==> src/rtl/ccf_pkg.sv <==
// Package: card type codes shared by the framer's decode logic.
// Assumes the three supported card families are identified by 8-bit codes.
package ccf_pkg;
    localparam logic [7:0] CT_SMALL  = 8'h0D;
    localparam logic [7:0] CT_MEDIUM = 8'h1D;
    localparam logic [7:0] CT_LARGE  = 8'h3D;

    localparam int ABITS_SMALL  = 5;
    localparam int ABITS_MEDIUM = 8;
    localparam int ABITS_LARGE  = 10;
endpackage

==> src/rtl/ccf_type_decode.sv <==
// Module: maps a card type code to the number of address bits it uses.
// Assumes LEN_W can hold the largest address width; unknown codes give valid=0.
module ccf_type_decode #(
    parameter int LEN_W = 5
) (
    input  logic [7:0]       card_type,
    output logic             valid,
    output logic [LEN_W-1:0] abits
);
    import ccf_pkg::*;

    // Pick the address width for the known codes, flag everything else.
    always_comb begin
        valid = 1'b1;
        abits = '0;
        case (card_type)
            CT_SMALL:  abits = LEN_W'(ABITS_SMALL);
            CT_MEDIUM: abits = LEN_W'(ABITS_MEDIUM);
            CT_LARGE:  abits = LEN_W'(ABITS_LARGE);
            default:   valid = 1'b0;
        endcase
    end
endmodule

==> src/rtl/ccf_crc_serial.sv <==
// Module: bit-serial CRC over a loaded word, least significant bit first.
// Assumes nbits >= 1 and that start is only raised while not busy.
// One input bit is consumed per clock; done pulses once after the last bit.
module ccf_crc_serial #(
    parameter int                WORD_W   = 19,
    parameter int                CNT_W    = 5,
    parameter int                CRC_W    = 4,
    parameter logic [CRC_W-1:0]  CRC_POLY = 4'hC,
    parameter logic [CRC_W-1:0]  CRC_INIT = 4'h5
) (
    input  logic              clk,
    input  logic              rst_n,
    input  logic              start,
    input  logic [WORD_W-1:0] word,
    input  logic [CNT_W-1:0]  nbits,
    output logic              busy,
    output logic              done,
    output logic [CRC_W-1:0]  crc
);
    logic [WORD_W-1:0] sr_q;
    logic [CNT_W-1:0]  cnt_q;
    logic [CRC_W-1:0]  crc_nxt;
    logic              fb;

    // One shift step of the reflected CRC register.
    always_comb begin
        fb      = crc[0] ^ sr_q[0];
        crc_nxt = (crc >> 1) ^ (fb ? CRC_POLY : '0);
    end

    // Load on start, then consume one bit per cycle until the count runs out.
    always_ff @(posedge clk) begin
        if (!rst_n) begin
            busy  <= 1'b0;
            done  <= 1'b0;
            crc   <= '0;
            sr_q  <= '0;
            cnt_q <= '0;
        end else begin
            done <= 1'b0;
            if (start) begin
                sr_q  <= word;
                cnt_q <= nbits;
                crc   <= CRC_INIT;
                busy  <= 1'b1;
            end else if (busy) begin
                crc   <= crc_nxt;
                sr_q  <= sr_q >> 1;
                cnt_q <= cnt_q - 1'b1;
                if (cnt_q == CNT_W'(1)) begin
                    busy <= 1'b0;
                    done <= 1'b1;
                end
            end
        end
    end


    cnt_live_chk: assert property (@(posedge clk) disable iff (!rst_n)
        busy |-> (cnt_q != '0));


    done_idle_chk: assert property (@(posedge clk) disable iff (!rst_n)
        done |-> !busy);


    no_restart_chk: assert property (@(posedge clk) disable iff (!rst_n)
        busy |-> !start);
endmodule

==> src/rtl/card_cmd_framer.sv <==
// Module: builds card read/write command frames and checks read response CRCs.
// Assumes ADDR_W covers the largest card (10 bits) and an 8-bit data byte.
// Unknown card types and writes to protected low addresses complete at once.
module card_cmd_framer #(
    parameter int                ADDR_W    = 10,
    parameter int                DATA_W    = 8,
    parameter int                CRC_W     = 4,
    parameter logic [CRC_W-1:0]  CRC_POLY  = 4'hC,
    parameter logic [CRC_W-1:0]  CRC_INIT  = 4'h5,
    parameter int                PROT_LAST = 4,
    localparam int CMD_W   = ADDR_W + 1,
    localparam int WORD_W  = DATA_W + CMD_W,
    localparam int FRAME_W = CMD_W + DATA_W + CRC_W,
    localparam int RESP_W  = DATA_W + CRC_W,
    localparam int LEN_W   = $clog2(FRAME_W + 1)
) (
    input  logic               clk,
    input  logic               rst_n,
    input  logic               start,
    input  logic               op_write,
    input  logic [7:0]         card_type,
    input  logic [ADDR_W-1:0]  addr,
    input  logic [DATA_W-1:0]  wr_data,
    input  logic [RESP_W-1:0]  rx_frame,
    output logic               busy,
    output logic               done,
    output logic [FRAME_W-1:0] cmd_word,
    output logic [LEN_W-1:0]   cmd_len,
    output logic [DATA_W-1:0]  rd_byte,
    output logic               crc_err,
    output logic               type_err,
    output logic               addr_err
);
    logic              dec_valid;
    logic [LEN_W-1:0]  dec_abits;
    logic [LEN_W-1:0]  dec_cbits;
    logic [ADDR_W-1:0] addr_mask;
    logic [ADDR_W-1:0] addr_m;
    logic [CMD_W-1:0]  cmd_new;
    logic [DATA_W-1:0] data_sel;
    logic [WORD_W-1:0] word_new;
    logic [LEN_W-1:0]  eng_bits;
    logic              accept, refuse_wr, eng_start;
    logic              eng_busy, eng_done;
    logic [CRC_W-1:0]  eng_crc;

    logic              op_q;
    logic [CMD_W-1:0]  cmd_q;
    logic [LEN_W-1:0]  abits_q;
    logic [DATA_W-1:0] data_q;
    logic [RESP_W-1:0] rx_q;

    ccf_type_decode #(.LEN_W(LEN_W)) u_dec (
        .card_type (card_type),
        .valid     (dec_valid),
        .abits     (dec_abits)
    );

    // Form the command and the CRC input word from the live request inputs.
    always_comb begin
        dec_cbits = dec_abits + 1'b1;
        addr_mask = ~({ADDR_W{1'b1}} << dec_abits);
        addr_m    = addr & addr_mask;
        cmd_new   = {addr_m, ~op_write};
        data_sel  = op_write ? wr_data : rx_frame[DATA_W-1:0];
        word_new  = (WORD_W'(data_sel) << dec_cbits) | WORD_W'(cmd_new);
        eng_bits  = LEN_W'(DATA_W) + dec_cbits;
        accept    = start && !busy;
        refuse_wr = op_write && (addr_m <= ADDR_W'(PROT_LAST));
        eng_start = accept && dec_valid && !refuse_wr;
    end

    ccf_crc_serial #(
        .WORD_W   (WORD_W),
        .CNT_W    (LEN_W),
        .CRC_W    (CRC_W),
        .CRC_POLY (CRC_POLY),
        .CRC_INIT (CRC_INIT)
    ) u_crc (
        .clk   (clk),
        .rst_n (rst_n),
        .start (eng_start),
        .word  (word_new),
        .nbits (eng_bits),
        .busy  (eng_busy),
        .done  (eng_done),
        .crc   (eng_crc)
    );

    // Request control: accept, reject early, or collect the CRC and publish.
    always_ff @(posedge clk) begin
        if (!rst_n) begin
            busy     <= 1'b0;
            done     <= 1'b0;
            cmd_word <= '0;
            cmd_len  <= '0;
            rd_byte  <= '0;
            crc_err  <= 1'b0;
            type_err <= 1'b0;
            addr_err <= 1'b0;
            op_q     <= 1'b0;
            cmd_q    <= '0;
            abits_q  <= '0;
            data_q   <= '0;
            rx_q     <= '0;
        end else begin
            done <= 1'b0;
            if (accept) begin
                if (!dec_valid || refuse_wr) begin
                    done     <= 1'b1;
                    type_err <= !dec_valid;
                    addr_err <= dec_valid;
                    crc_err  <= 1'b0;
                    cmd_word <= '0;
                    cmd_len  <= '0;
                    rd_byte  <= '0;
                end else begin
                    busy    <= 1'b1;
                    op_q    <= op_write;
                    cmd_q   <= cmd_new;
                    abits_q <= dec_abits;
                    data_q  <= wr_data;
                    rx_q    <= rx_frame;
                end
            end else if (eng_done) begin
                busy     <= 1'b0;
                done     <= 1'b1;
                type_err <= 1'b0;
                addr_err <= 1'b0;
                if (op_q) begin
                    cmd_word <= FRAME_W'(cmd_q)
                              | (FRAME_W'(data_q) << (abits_q + 1'b1))
                              | (FRAME_W'(eng_crc) << (abits_q + LEN_W'(DATA_W + 1)));
                    cmd_len  <= abits_q + LEN_W'(DATA_W + CRC_W + 1);
                    rd_byte  <= '0;
                    crc_err  <= 1'b0;
                end else begin
                    cmd_word <= FRAME_W'(cmd_q);
                    cmd_len  <= abits_q + 1'b1;
                    rd_byte  <= rx_q[DATA_W-1:0];
                    crc_err  <= (eng_crc != rx_q[RESP_W-1:DATA_W]);
                end
            end
        end
    end


    busy_no_done_chk: assert property (@(posedge clk) disable iff (!rst_n)
        busy |-> !done);


    busy_tracks_engine_chk: assert property (@(posedge clk) disable iff (!rst_n)
        eng_busy |-> busy);


    accept_progress_chk: assert property (@(posedge clk) disable iff (!rst_n)
        accept |=> (busy || done));


    type_err_clean_chk: assert property (@(posedge clk) disable iff (!rst_n)
        (done && type_err) |-> (cmd_len == '0 && cmd_word == '0 && rd_byte == '0));


    single_flag_chk: assert property (@(posedge clk) disable iff (!rst_n)
        done |-> $onehot0({type_err, addr_err, crc_err}));


    write_len_chk: assert property (@(posedge clk) disable iff (!rst_n)
        (done && !type_err && !addr_err && op_q)
            |-> (cmd_len == abits_q + LEN_W'(DATA_W + CRC_W + 1)));
endmodule

==> config.mk <==
export PLATFORM = sky130hd
export DESIGN_NAME = card_cmd_framer
export DESIGN_NICKNAME = d
export VERILOG_FILES = /design/src/rtl/ccf_pkg.sv /design/src/rtl/ccf_type_decode.sv /design/src/rtl/ccf_crc_serial.sv /design/src/rtl/card_cmd_framer.sv
export SDC_FILE = /design/constraint.sdc
export NUM_CORES = 1
export LEC_CHECK = 0
export BUFFER_PORTS_ARGS = -buffer_cell sky130_fd_sc_hd__buf_2
export CAP_MARGIN = 20
export CELL_PAD_IN_SITES_DETAIL_PLACEMENT = 1
export CELL_PAD_IN_SITES_GLOBAL_PLACEMENT = 2
export CORE_MARGIN = 2
export CORE_UTILIZATION = 35
export CTS_CLUSTER_DIAMETER = 50
export DETAILED_ROUTE_END_ITERATION = 10
export HOLD_SLACK_MARGIN = 0.08
export PLACE_DENSITY = 0.88
export SLEW_MARGIN = 0
export SYNTH_ARGS = -nofsm -noshare
export SYNTH_HDL_FRONTEND = slang
export SYNTH_SLANG_ARGS = --single-unit
export TNS_END_PERCENT = 100
==> constraint.sdc <==
create_clock -name clk -period 4 [get_ports clk]
set_input_delay 0.6 -clock clk [delete_from_list [all_inputs] [get_ports clk]]
set_output_delay 0.6 -clock clk [all_outputs]
set_load 0.005 [all_outputs]
==> results.md <==
- The run finished with clean final reports.
- The gate count of the mapped netlist is ~730.
- Subtracting the final worst setup slack from the clock period gives 3.475 ns.
- The clock tree from TritonCTS is built.
- After synthesis the cells add up to a little over 0.006 mm².
- The overall via count from detail_route is approximately 5900.
- Summing all placed instances gives a cell area of 0.006725 mm².
- The critical path runs through a total of 11 cells.
- Across the VDD grid, the largest voltage drop is slightly above 0.0002 V.
- The maximum number of pins on one net before global-route repair is 62.
- The floorplan has between 40 and 50 rows.
- The overall fraction of global-route tracks in use is 23.60%.
- The number of buffers inserted by hold repair at cts is 0.
- The synthesized netlist devotes approximately 2.4% of its cell area to adder and majority cells.
- The number of diodes added for antenna fixing is 0.
- Cells with a size suffix above 1 make up between 10% and 20% of the layout.
- The number of hold-slack violations in the final timing report was 0.
- The met2 global-route usage is a little under two fifths.
- Of the synthesized area, sequential elements account for between 30 and 40%.
- The kind of path behind the tightest hold check is register to register.
- The number of gates resized after CTS was 0.
- The critical path ends at rd_byte[5]$_SDFFE_PN0P_.
- The async set or reset register ratio after synthesis is 0%.
- The worst setup path is of the input port to register kind.
- STA puts the critical path data arrival time at between 3 and 4 ns.
- The count of synthesis-stage warnings from yosys is 0.
- The mux share of post-synthesis cell area is 11.84%.
- In this run the clock root is driven by a clkbuf_16.
- In the post-route analysis, the smallest setup slack over all paths is around 0.53 ns.
- Summing all multi-input logic gate instances after layout gives approximately 0.0037 mm².
- Power spread over the standard cell area amounts to ~310 mW/mm².
- Clock-pin slew was measured on the worst setup and hold paths at roughly 0.080 ns.
- The count of final setup violators is 0.
- The pre-CTS worst setup slack is ~0.18 ns.
- TritonCTS created 9 clock buffers.
- The final setup skew is roughly 0.011 ns.
- The startpoint identified for the worst register-to-register timing path is abits_q[2]$_SDFFE_PN0P_.
- The leakage power summed over all cells is between 0.002 and 0.003 µW.
- Max-cap violations in this run came to 0.
- The maximum operating frequency is ~290 MHz.
- The actual transition at the worst max-transition pin is approximately 0.94 ns.
- During placement, the flow inserted port buffers numbering about 80.
- The number of primary I/O pins is 83.
- In the layout the commonest cells are 106 x nand2_1, 106 x dfxtp_1, 82 x buf_2.
- After the first detailed-routing iteration, the DRC count stood at roughly 440.
- Dividing the final minimum period by the clock period gives 86.87%.
- Summed over all nets, the half-perimeter wirelength after detailed placement is between 15000 and 20000 µm.
- The sort of element at the start of the critical path is an input port.
- The synthesized design contains about 110 register bits.
- The die height is 136.7 µm.
- The maximum fanout count along the critical path is 21.
- The filler cells instantiated in the layout total about 2100.
- The design area is 0.007041 mm².
- In the global route stage, met3 resource usage came out at around 3.7%.
- The insertion delay of the later-clocked pin in the worst-skew pair is 0.37 ns.
- The global-route wire length before repair is around 34000 µm.
- The required time of the critical path is about 4.3 ns.
- The deepest clock path buffer count is 2.
- The source of the worst hold timing path is cmd_word[14]$_SDFFE_PN0P_.
- The count of nets left with antenna violations after detail routing is 0.
- The signal on the critical path passes through buf_2 > nor2_1 > nand3_1 > ha_1 > nor2b_1 > nor4_4 > o22ai_2 > a31oi_4 > nor2b_2 > buf_4 > a22o_1.
- Dividing the detail-routed wire length by the instance count gives 21.19 µm.
- The most congested layer reported by global routing is met2.
- The post-synthesis compound-gate area fraction is roughly a quarter.
- The area growth from synthesis to layout is 14.25%.
- The fraction of synthesized cell area in xor and xnor cells is 1.421%.
- Headroom to the max-slew limit came out at 36.91%.
- The congestion estimate from routability-driven global placement came to roughly 0.92.
- Summing the areas of all and, or, nand and nor instances in the mapped netlist gives between 15 and 20% of the synthesized area.
- Once the clock tree was built, the setup fixing pass inserted 0 buffers.
- The post-synthesis cell type count is between 70 and 80.
- After detailed routing, the total wire length is 21450 µm.
- The number of antenna violations at the first check in global routing is 0.
- Yosys mapped a number of flops with a built-in enable equal to 0.
- The number of nets in the synthesized netlist is between 700 and 800.
- The die is roughly 140 µm wide.
- Together, buffers and inverters on the worst path number 2.
- The register-to-register setup slack is 1.00 ns.
- The clock sink count is 106.
- In the routed design, unresolved DRC markers number 0.
- Setup repair after global routing left no endpoint under its margin.
- The beginning of the critical path is card_type[4].
- For met1 alone, demand over resource in global routing was 31.92%.
- In the final layout, flip-flops and latches occupy around 0.0021 mm².
- For this run the aggregate overflow at the end of global routing stands at 0.
- Before antenna repair, the detailed router went through 5 iterations.
- Measured in cells, the most critical reg-to-reg path has a length of 8.
- The worst register-to-register path ends at cmd_word[18]$_SDFFE_PN0P_.
- The nature of the critical path endpoint is a register.
- The area of the die is between 0.015 and 0.02 mm².
- By area, the combinational part of the netlist is dominated by compound AO/OA/AOI/OAI gates.
- The cell family with the largest share of critical-path delay is simple AND/OR/NAND/NOR gates.
- Averaged over all synthesized cells, the footprint is between 8 and 9 µm².
- Setup total negative slack on the finished layout was measured at 0 ns.
- After detailed routing, the number of vias per cell comes to between 5 and 6.
- The number of global-route vias before repair is between 6000 and 7000.
- Among all flip-flop cells after synthesis, the most frequent one is dfxtp_1.
- The largest individual stage delay along the critical path comes from the cell nor2b_2.
- The highest cell delay on the worst timing path is ~0.77 ns.
- The final-stage net count is between 800 and 900.
- The core area is ~0.017 mm².
- The number of H-tree branching levels is 3.
- Once the floorplan was initialized, standard cells occupied 35.75% of the core.
- The final max-slew violation count is 0.
==> cells in the mapped netlist (7+ instances only) <==
| cell type | number | area, µm² |
|---|---|---|
| and3_1 | 7 | 43.79 |
| buf_2 | 11 | 55.05 |
| a21oi_1 | 36 | 180.2 |
| mux4_2 | 7 | 157.7 |
| a22oi_1 | 7 | 52.55 |
| o2bb2ai_1 | 15 | 131.4 |
| nor3_1 | 9 | 45.04 |
| a21boi_0 | 40 | 300.3 |
| nand3_1 | 22 | 110.1 |
| mux2i_1 | 38 | 380.4 |
| nor2_1 | 35 | 131.4 |
| nand2b_1 | 8 | 50.05 |
| dfxtp_1 | 106 | 2122 |
| o21ai_0 | 45 | 225.2 |
| inv_1 | 14 | 52.55 |
| nor2b_1 | 14 | 87.58 |
| a22o_1 | 18 | 157.7 |
| xnor2_1 | 8 | 70.07 |
| a31oi_1 | 16 | 100.1 |
| nand2_1 | 106 | 397.9 |
| clkbuf_1 | 35 | 131.4 |
| buf_1 | 8 | 30.03 |
| mux2_2 | 17 | 191.4 |
| ha_1 | 12 | 150.1 |
==> report_power, final <==
part           internal [µW]  switching (µW)  leakage [µW]
clock                    507             476      0.000157
combinational           57.2            91.3       0.00182
sequential              1060            4.68      0.000855
total                   1620             572       0.00283
==> cell type report <==
type                            instances  area share [%]
Sequential cell                       106           30.14
Multi-Input combinational cell        548           52.60
Clock inverter                          7           1.280
Inverter                               18          0.9597
Clock buffer                            9           3.199
Tap cell                              225           3.999
Timing Repair Buffer                   99           7.819
==> worst min-delay path by stage <==
stage,to,slack (ns),cells after the start
6_report,cmd_word[14]$_SDFFE_PN0P_,0.45,1
5_1_grt,cmd_word[14]$_SDFFE_PN0P_,0.48,1
4_1_cts,cmd_word[14]$_SDFFE_PN0P_,0.46,1
3_5_place_dp,cmd_word[14]$_SDFFE_PN0P_,0.44,1
3_3_place_gp,cmd_word[14]$_SDFFE_PN0P_,0.43,1
2_1_floorplan,cmd_q[10]$_SDFFE_PN0P_,0.43,2
==> layer usage <==
layer | wire (µm) | vias to the layer above | share of wire [%]
met2 | 9842 | 183 | 46
met1 | 10040 | 2896 | 47
met5 | 0 | - | 0
met4 | 398 | 0 | 1.9
li1 | - | 2758 | -
met3 | 1170 | 26 | 5.5
==> flip-flops by register name, indices dropped and copies added (netlist names), 3 cells and up <==
name,flops
cmd_len,5
data_q,8
rd_byte,8
u_crc.crc,4
cmd_word,23
rx_q,12
cmd_q,11
u_crc.cnt_q,5
abits_q,3
u_crc.sr_q,19
==> through the flow <==
stage	power [µW]	hold WS (ns)	util, %	std cells
global route	2260	0.4778	40.85	1012
global placement	1233	0.4305	39.02	996
CTS	2213	0.4567	40.85	1012
finish	2196	0.4519	40.85	1012
detailed placement	1236	0.4360	39.02	996
floorplan	1173	0.4310	-	731
==> logic make-up (layout without fill, tap and decap cells) <==
kind of cell    count (synthesis)  after routing
compound gates                230            230
xor+xnor                       10             10
fa+ha+maj                      12             12
buf+inv                        77            133
flops                         106            106
mux                            62             62
simple gates                  234            234
Power figures use the tool's default switching activity.
